### config.mk
export PLATFORM = sky130hd
export DESIGN_NAME = vipt_cache
export DESIGN_NICKNAME = d
export VERILOG_FILES = /design/src/rtl/vipt_cache.sv
export SDC_FILE = /design/constraint.sdc
export NUM_CORES = 1
export LEC_CHECK = 0
export ABC_AREA = 1
export CAP_MARGIN = 30
export CORE_MARGIN = 3
export CORE_UTILIZATION = 45
export CTS_BUF_LIST = sky130_fd_sc_hd__clkbuf_16
export CTS_CLUSTER_SIZE = 20
export DETAILED_ROUTE_END_ITERATION = 8
export PLACE_DENSITY_LB_ADDON = 0.05
export SETUP_SLACK_MARGIN = 0.2
export SLEW_MARGIN = 20
export SYNTH_ARGS = -nofsm -noshare
export SYNTH_HDL_FRONTEND = slang
export SYNTH_SLANG_ARGS = --single-unit
### constraint.sdc
create_clock -name clk -period 3.65 [get_ports clk]
set_clock_uncertainty 0.15 [all_clocks]
set_input_delay 0.73 -clock clk [delete_from_list [all_inputs] [get_ports clk]]
set_output_delay 0.73 -clock clk [all_outputs]
set_load 0.005 [all_outputs]
### src/rtl/vipt_cache.sv
module vipt_cache #(
  parameter int WORD_W  = 32,
  parameter int WOFS_W  = 2,
  parameter int IDX_W   = 3,
  parameter int PGOFS_W = 5,
  parameter int PPN_W   = 8
) (
  input  logic                        clk,
  input  logic                        rst_n,
  input  logic                        req_valid,
  input  logic [PGOFS_W-1:0]          req_pofs,
  output logic                        req_ready,
  input  logic                        xlat_valid,
  input  logic [PPN_W-1:0]            xlat_ppn,
  input  logic                        fill_en,
  input  logic [IDX_W-1:0]            fill_idx,
  input  logic [PPN_W-1:0]            fill_ppn,
  input  logic [(WORD_W<<WOFS_W)-1:0] fill_data,
  output logic                        resp_valid,
  output logic                        resp_hit,
  output logic [WORD_W-1:0]           resp_data
);
  localparam int WORDS = 1 << WOFS_W;
  localparam int LINES = 1 << IDX_W;

  if (IDX_W + WOFS_W > PGOFS_W) begin : g_bad_split
    $error("index and word select must fit in the page offset");
  end

  logic [WORD_W-1:0] data_q [LINES][WORDS];
  logic [PPN_W-1:0]  tag_q  [LINES];
  logic [LINES-1:0]  vld_q;
  logic              pend_q;
  logic [PGOFS_W-1:0] pofs_q;

  logic [PGOFS_W-1:0] ofs;
  logic [IDX_W-1:0]   idx;
  logic [WOFS_W-1:0]  wsel;
  logic               active, byp, lvld, hit;
  logic [PPN_W-1:0]   ltag;
  logic [WORD_W-1:0]  fword, word;

  assign req_ready = !pend_q;
  assign active    = pend_q | req_valid;
  assign ofs       = pend_q ? pofs_q : req_pofs;
  assign idx       = ofs[WOFS_W +: IDX_W];
  assign wsel      = ofs[WOFS_W-1:0];
  assign byp       = fill_en && (fill_idx == idx);

  always_comb begin
    fword = '0;
    for (int w = 0; w < WORDS; w++)
      if (wsel == WOFS_W'(w)) fword = fill_data[w*WORD_W +: WORD_W];
  end

  assign lvld = byp | vld_q[idx];
  assign ltag = byp ? fill_ppn : tag_q[idx];
  assign word = byp ? fword : data_q[idx][wsel];
  assign hit  = lvld && (ltag == xlat_ppn);

  always_ff @(posedge clk or negedge rst_n) begin
    if (!rst_n) begin
      resp_valid <= 1'b0;
      resp_hit   <= 1'b0;
      resp_data  <= '0;
      pend_q     <= 1'b0;
      pofs_q     <= '0;
    end else if (active && xlat_valid) begin
      resp_valid <= 1'b1;
      resp_hit   <= hit;
      resp_data  <= hit ? word : '0;
      pend_q     <= 1'b0;
    end else begin
      resp_valid <= 1'b0;
      resp_hit   <= 1'b0;
      resp_data  <= '0;
      if (active) begin
        pend_q <= 1'b1;
        pofs_q <= ofs;
      end
    end
  end

  always_ff @(posedge clk or negedge rst_n) begin
    if (!rst_n) vld_q <= '0;
    else if (fill_en) vld_q[fill_idx] <= 1'b1;
  end

  always_ff @(posedge clk) begin
    if (fill_en) begin
      tag_q[fill_idx] <= fill_ppn;
      for (int w = 0; w < WORDS; w++)
        data_q[fill_idx][w] <= fill_data[w*WORD_W +: WORD_W];
    end
  end
endmodule

Yosys cells after proc, flatten, opt, wreduce, memory -nomap -nowiden
Memories as Yosys holds them, arrays and structs flattened.
Index checks and enable logic that the tools add are counted.
Widths: inputs -> output; s select.
{"block": "classes", "order_cmp": 4, "eq_ne": 5, "mux": 22, "bitwise_logic": 5, "n_reduce_logical": 8}
{"operator": "$mux 32", "count": 9}
{"operator": "$bmux 32 s2", "count": 1}
{"operator": "$eq 8x8->1", "count": 1}
{"operator": "$lt 3x4->1 const B", "count": 2}
{"operator": "$mux 1", "count": 8}
{"operator": "$mux 8", "count": 1}
{"operator": "$or 8x8->8", "count": 1}
{"operator": "$mux 5", "count": 1}
{"operator": "$eq 2x2->1 const B", "count": 2}
{"operator": "$logic_and 1x1->1", "count": 4}
{"operator": "$bmux 1 s3", "count": 1}
{"operator": "$demux 1 s3", "count": 1}
{"operator": "$eq 3x3->1", "count": 1}
{"operator": "$ge 3x1->1 const B", "count": 1}
{"operator": "$ge 3x3->1 const B", "count": 1}
{"operator": "$not 2->3", "count": 1}
{"operator": "$eq 2x1->1 const B", "count": 1}
{"operator": "$logic_not 2->1", "count": 1}
{"operator": "$or 1x1->1", "count": 2}
{"operator": "$reduce_and 2->1", "count": 1}
{"operator": "$reduce_bool 2->1", "count": 1}
{"operator": "$logic_not 1->1", "count": 1}
{"operator": "$not 1->1", "count": 1}
{"block": "totals", "ff_bits": 48, "mem_bits_rw": 1088, "wordCells": 52, "mem_count": 2}
{"memory": "data_q", "depth": 8, "width": 128, "read_ports": 1, "rd_clocked_by_memory_dff": 0, "write_ports": 1, "line": "30", "text": "logic [WORD_W-1:0] data_q [LINES][WORDS];"}
{"memory": "tag_q", "depth": 8, "width": 8, "read_ports": 1, "rd_clocked_by_memory_dff": 0, "write_ports": 1, "line": "31", "text": "logic [PPN_W-1:0] tag_q [LINES];"}

Depth between registers and ports, before layout
Gate-level depths: netlist of run 1.
{"block": "logic_depth", "word_depth": 9, "ltp_mapped": 17, "ltp_nobuf": 15}

Worst setup path after synthesis of run 1
Ideal clock, no wire load.
{"block": "synth_timing", "path_type": "in2reg", "start": "in fill_idx[0]", "end": "reg vld_q[2]", "arrival_time_ns": 7.174, "required_ns": 3.399, "setup_slack_ns": -3.775, "stages": 4, "n_path_buf": 0, "cell_sequence": "inv_1 -> nand2_1 -> nor2_1 -> or2_2"}
{"block": "synth_between", "elab_chain_len": 5}
{"item": "start, declared", "line": "16", "text": "input logic [IDX_W-1:0] fill_idx,"}
{"item": "$lt 3x4->1 (implied by the code) or $ge 3x1->1 (tied branches)", "line": "86", "text": "else if (fill_en) vld_q[fill_idx] <= 1'b1;"}
{"item": "$logic_and 1x1->1 (implied by the code)", "line": "86"}
{"item": "$mux 1 (implied by the code)", "line": "86"}
{"item": "$demux 1 s3 (*)", "line": "86"}
{"item": "$or 8x8->8 (no source line) (*)"}
{"item": "end signal, assigned", "line": "85", "text": "if (!rst_n) vld_q <= '0;"}
{"item": "end signal, assigned by index", "line": "86"}
{"item": "end, declared", "line": "32", "text": "logic [LINES-1:0] vld_q;"}
Mark *: on every way between the ends. The rest lies on a longest branch, timed or not.
A chain may end at the register's enable or synchronous reset.

Final worst setup path of run 1
{"block": "layout_timing", "start": "reg pend_q", "end": "reg resp_data[20]"}
{"block": "layout_between", "elab_chain_len": 9}
{"item": "start, declared", "line": "33", "text": "logic pend_q;"}
{"item": "start signal, assigned", "line": "66", "text": "pend_q <= 1'b0;"}
{"item": "start signal, assigned", "line": "72", "text": "pend_q <= 1'b0;"}
{"item": "start signal, assigned", "line": "78", "text": "pend_q <= 1'b1;"}
{"item": "parallel branches: the longest is 8 deep, another holds $mem_v2 8x128"}
{"item": "$mux 32 (*)", "line": "68", "text": "end else if (active && xlat_valid) begin"}
{"item": "end signal, assigned", "line": "71", "text": "resp_data <= hit ? word : '0;"}
{"item": "end, declared", "line": "21", "text": "output logic [WORD_W-1:0] resp_data"}
Every way passes the cells marked *. The select of a mux whose other input is x is not followed.

==> results of run 1 <==
-- layer usage --
layer / wire length [µm] / part of all wire (%)
met3: 8240 / 5.8
met4: 4590 / 3.2
met5: 91 / 0.064
met1: 58400 / 41
met2: 70900 / 50
-- layout make-up --
cell class / instances / area share, %
clock buffer: 121 / 5.55
clock inverter: 96 / 1.05
antenna: 9 / 0.0413
sequential: 1136 / 62.1
inverter: 26 / 0.220
timing repair buffer: 365 / 7.39
multi-input combinational: 2459 / 20.5
tap: 1357 / 3.11
-- cell families after synthesis --
kind of cell / share of synthesized area, %
buf+inv: 2.89
compound gates: 0.964
flops: 73.3
simple gates: 22.9
-- worst reg2reg max path: stages (launching register included) --
cell     delay, ps
dfrtp_1        700
nand2_1        280
nand2_8        190
buf_4          420
buf_4          460
nand3_1        210
nand3_1        170
nand3_1         80
nor2_1          90
a21oi_1         50
nor3_2         160
-- power by group through the flow --
| stage | logic (mW) | clock network [mW] | registers, mW |
|---|---|---|---|
| 2_1_floorplan | 2.20 | 0 | 15.1 |
| 6_report | 3.97 | 11.3 | 14.8 |
| 4_1_cts | 4.01 | 11.4 | 14.8 |
| 3_5_place_dp | 3.99 | 0 | 15.1 |
| 3_3_place_gp | 3.98 | 0 | 15.1 |
| 5_1_grt | 4.33 | 12.0 | 14.9 |
-- repair_timing --
| item | in CTS | in global routing |
|---|---|---|
| endpoints found under the hold margin | 34 | 0 |
| resized for setup | 0 | 0 |
| hold buffers | 1 | 0 |
| setup endpoints to repair | 0 | 0 |
-- sequential cells by signal, indices dropped and copies added, names as in the netlist --
name	count
pend_q	1
vld_q	8
tag_q	64
data_q	1024
resp_data	32
pofs_q	5
resp_valid	1
resp_hit	1
-- worst paths after layout --
path | startpoint | slack (ps) | cells past startpoint | end
max in group asynchronous | rst_n | 2170 | 3 | vld_q[6]
worst max register to register | pend_q | 610 | 10 | resp_data[20]
worst min register to register | vld_q[7] | 320 | 1 | vld_q[7]
worst max-delay path | pend_q | 610 | 10 | resp_data[20]
min in group asynchronous | rst_n | 520 | 2 | vld_q[3]
worst min-delay path | vld_q[7] | 320 | 1 | vld_q[7]
-- through the flow --
stage / worst slack [ps] / hold WS (ps) / cells / cell area [µm²] / total power, mW
3_5_place_dp: 208 / 307 / 5342 / 50900 / 19.1
6_report: 607 / 321 / 5569 / 54500 / 30.1
3_3_place_gp: 254 / 305 / 5342 / 50900 / 19.1
4_1_cts: 578 / 321 / 5560 / 54500 / 30.3
5_1_grt: 436 / 342 / 5562 / 54500 / 31.1
2_1_floorplan: 201 / 284 / 3873 / 46300 / 17.3
-- Yosys cell counts (all sizes together) --
master  instances
nor3           58
inv            26
nand4          17
nor4            4
o211ai          4
o22ai          24
nand2        1221
nand3        1008
a21oi          25
edfxtp       1088
o21ai          28
or2            13
dfrtp          48
clkbuf         54
nor2           55
buf           198
nand3b          2
==> qor.txt, run 1 <==
Status - completed
Cells after Synth - 3873
Final core utilization - 54.0%
Max stage delay on crit path - 700 ps
NumNets Final - 4264
CP arrival - 3500 ps
Crit Path Class - flip-flop to flip-flop
Htree depth - 3
Area share of the largest cell type after synthesis - 70.7%
Drt first-iter violations - 2748
ANT nets after route - 0
Die ar. - 0.107 mm²
Max Root-Sink Buffers - 3
# setup viols final - 0
Busiest layer in global routing - met2
Post-CTS setup buffers - 0
Top delay family on crit path - simple AND/OR/NAND/NOR gates
Layout cells sized above 1 - 9.59%
DR vias/cell - 5.56
Multi-input logic area - 0.0112 mm²
Total global-route track usage - 26.4%
Gate power share - 13.2%
Die Y - 327 µm
RePlAce Congestion - 0.797
Yosys reg bits - 1136
Sink Count - 1136
Seq/Total Area, Yosys - 73.3%
Clk pwr share - 37.5%
Clk pin slew, worst setup/hold paths - 60 ps
Peak supply drop - 431 µV
Syn-to-layout area delta - 18.0%
Critical Path RT - 4110 ps
Vias - 31000
Sw power - 7.64 mW
Yosys Warn Count - 0
Met2 Usage GRT - 45.2%
Min-delay worst type - flip-flop to flip-flop
Global routing met1 resource utilization - 34.9%
Avg Inst Size Synth - 11.9 µm²
Skew-Pair Late Insertion Delay - 690 ps
Internal power consumption - 22.4 mW
Critical Path End Type - flip-flop
Crit-path max FO - 26
Total grt overflow - 0
Slew Viols, Final - 0
Core box area - 0.101 mm²
Measured slew at the worst slew-check pin - 830 ps
First-pass GRT wire length - 208 mm
Max-slew headroom - 44.7%
Final HPWL DP - 82.2 mm
Min cycle time layout - 3040 ps
Most Frequent Cell on Critical Path - nand3_1
Period utilization - 83.4%
Commonest non-fill, non-tap cell in the layout - nand2_1
Synth area leader - edfxtp_1
Most frequent cells in the layout - nand2_1 (1205), edfxtp_1 (1088), nand3_1 (1004), clkdlybuf4s50_1 (190), clkbuf_16 (121)
Wirelength per Cell - 25.5 µm
Initial Utilization - 45.8%
Seq pwr share - 49.3%
Routed WL - 142 mm
Max cap viols - 0
Leakage - 19.4 nW
# fillers - 8626
Unique masters post-synth - 30
Ranking of synthesized cells by area - edfxtp_1 (71%), nand3_1 (11%), nand2_1 (9.9%)
Unrepaired setup endpoints after global routing - no
Crit start category - flip-flop
Cts bufs inserted - 119
Register area - 0.0339 mm²
Initial antenna violation count - 21
Grt met3 use - 4.08%
Critical path, cell by cell - nand2_1 > nand2_8 > buf_4 > buf_4 > nand3_1 > nand3_1 > nand3_1 > nor2_1 > a21oi_1 > nor3_2
Drt pass-1 iters - 5
Row count - 116
Ports - 192
Mapped cell area - 0.0462 mm²
Largest net degree at the start of global routing - 87
Buffers on Ports - 191
Switching share of power - 25.4%
Fmax - 329 MHz
TritonCTS clock tree - yes
Pwr Density - 551 mW/mm²
Max stage delay cell, worst path - dfrtp_1
Syn_nets - 4030
Vias in the first global route - 30200
DRC Markers - 0
Worst Path Buf+Inv - 2
Setup TNS - 0 ps
Clk Tree Root Cell - clkbuf_16
Die Wd - 327 µm
Hold Violations, Final - 0
No activity file was read; power rests on OpenSTA's default activity.
==> inputs of run 2 (changes only) <==
- clock period: 3.65 -> 2.9 ns (I/O delays scaled with it)
==> qor.txt, run 2 (synthesis results as in run 1) <==
Largest net degree at the start of global routing - 60 (was 87)
Worst setup startpoint - pend_q (unchanged)
Max layer used - met5 (unchanged)
Row count - 116 (unchanged)
RePlAce Congestion - 0.809 (was 0.797)
Drt pass-1 iters - 8 (was 5)
Die Y - 327 µm (unchanged)
Vias in the first global route - 30800 (was 30200)
Critical Path RT - 3330 ps (was 4110 ps)
Ports - 192 (unchanged)
Initial Utilization - 45.8% (unchanged)
DRC Markers - 0 (unchanged)
Final cell count without fillers - 5742 (was 5569)
Clk pin slew, worst setup/hold paths - 60 ps (about the same)
Drt first-iter violations - 2855 (was 2748)
Peak supply drop - 523 µV (was 431 µV)
Status - completed (unchanged)
Cts bufs inserted - 119 (unchanged)
Total grt overflow - 0 (unchanged)
Biggest regs - data_q: 1024 flops, tag_q: 64 flops, resp_data: 32 flops (unchanged)
Max Root-Sink Buffers - 3 (unchanged)
Fmax - 377 MHz (was 329 MHz)
Htree depth - 3 (unchanged)
Die Wd - 327 µm (unchanged)
Min-delay worst type - flip-flop to flip-flop (unchanged)
NumNets Final - 4428 (was 4264)
Crit-path max FO - 10 (was 26)
Vias - 31800 (was 31000)
Clk Tree Root Cell - clkbuf_16 (unchanged)
Measured slew at the worst slew-check pin - 880 ps (was 830 ps)
Post-placement setup slack - -296 ps (was 208 ps)
Sink Count - 1136 (unchanged)
Critical Path End Type - flip-flop (unchanged)
M1 WL - 58.4 mm (about the same)
Buffers on Ports - 191 (unchanged)
Max-slew headroom - 41.3% (was 44.7%)
Placed Cells - 5494 (was 5342)
Slew Viols, Final - 0 (unchanged)
Leakage - 20.5 nW (was 19.4 nW)
Die ar. - 0.107 mm² (unchanged)
Unrepaired setup endpoints after global routing - yes (was no)
Largest register by flop count - data_q (unchanged)
Worst setup margin - 246 ps (was 607 ps)
# fillers - 8451 (was 8626)
CP arrival - 3080 ps (was 3500 ps)
Most frequent cells in the layout - nand2_1 (1205), edfxtp_1 (1088), nand3_1 (1003), buf_4 (206), clkdlybuf4s50_1 (190) (was nand2_1 (1205), edfxtp_1 (1088), nand3_1 (1004), clkdlybuf4s50_1 (190), clkbuf_16 (121))
DR vias/cell - 5.54 (was 5.56)
First-pass GRT wire length - 212 mm (was 208 mm)
Syn-to-layout area delta - 22.9% (was 18.0%)
Commonest non-fill, non-tap cell in the layout - nand2_1 (unchanged)
Met2 wire length - 72.6 mm (was 70.9 mm)
Wirelength per Cell - 25.2 µm (was 25.5 µm)
Final HPWL DP - 91.2 mm (was 82.2 mm)
Worst R2R Start - pend_q (unchanged)
WL met3 - 8.71 mm (was 8.24 mm)
Total global-route track usage - 26.8% (was 26.4%)
Min cycle time layout - 2650 ps (was 3040 ps)
ANT nets after route - 0 (unchanged)
Initial antenna violation count - 21 (unchanged)
Period utilization - 91.5% (was 83.4%)
TritonCTS clock tree - yes (unchanged)
Crit Path Class - flip-flop to flip-flop (unchanged)
Hold Path Origin - vld_q[6] (was vld_q[7])
Max FFs per register - 1024 (unchanged)
Pwr Density - 680 mW/mm² (was 551 mW/mm²)
Routed WL - 145 mm (was 142 mm)
# setup viols final - 0 (unchanged)
Layout cells sized above 1 - 13.3% (was 9.59%)
Hold Violations, Final - 0 (unchanged)
Skew-Pair Late Insertion Delay - 700 ps (was 690 ps)
Crit start category - flip-flop (unchanged)
Core box area - 0.101 mm² (unchanged)
Max cap viols - 0 (unchanged)
[run 2: layout make-up]
cell class                 count  area (µm²)  area share (%)
tap                         1357        1700            2.99
timing repair buffer         529        6140            10.8
clock inverter               103         629            1.11
inverter                      26         156           0.275
antenna                       10        25.0          0.0440
sequential                  1136       33900            59.6
multi-input combinational   2459       11200            19.8
clock buffer                 122        3050            5.37
[run 2: stage by stage]
| step | setup TNS, ps | power (mW) | instance area, µm² | util (%) | hold WS, ps |
|---|---|---|---|---|---|
| 2_1_floorplan | -405130 | 21.8 | 46400 | - | 134 |
| 3_3_place_gp | -6780 | 24.4 | 52900 | 52.3 | 304 |
| 3_5_place_dp | -6620 | 24.5 | 52900 | 52.3 | 305 |
| 4_1_cts | 0 | 38.8 | 56600 | 56.0 | 301 |
| 5_1_grt | 0 | 40.0 | 56800 | 56.2 | 326 |
| 6_report | 0 | 38.6 | 56800 | 56.3 | 318 |
[run 2: metal layers]
metal  vias to the layer above  GRT usage (%)
met1                     15700           35.0
met5                         -              0
met3                       261           4.05
met2                      1170           46.1
met4                         8           8.56
li1                      14700              -
[run 2: what timing repair did]
item | 4_1_cts | 5_1_grt
cloned | 0 | 5
hold buffers | 1 | 0
pin swaps | 0 | 1
buffers inserted | 0 | 7
endpoints found under the setup margin | 33 | 24
endpoints found under the hold margin | 48 | 0
resized for setup | 1 | 12
[run 2: power by group]
part,total [mW],internal [mW],switching [mW]
Combinational,5.55,2.03,3.53
Sequential,18.7,18.5,0.121
Clock,14.4,8.17,6.25
Total,38.6,28.7,9.90
[run 2: worst paths after layout]
kind | to | slack [ps] | cells after the start
min | vld_q[6] | 320 | 1
min reg2reg | vld_q[6] | 320 | 1
max reg2reg | resp_data[27] | 250 | 12
max | resp_data[27] | 250 | 12
max in group asynchronous | pend_q | 1600 | 2
min in group asynchronous | resp_data[10] | 400 | 2
[run 2: critical path: stages, from the launching register on]
cell and delay, ps:
dfrtp_2 490, buf_4 180, nand2_1 60, nand2_1 120
buf_4 170, nor2_4 170, inv_2 80, buf_12 160
o22ai_1 430, nor4_1 140, nor2_1 180, buf_4 140
nor3_2 40
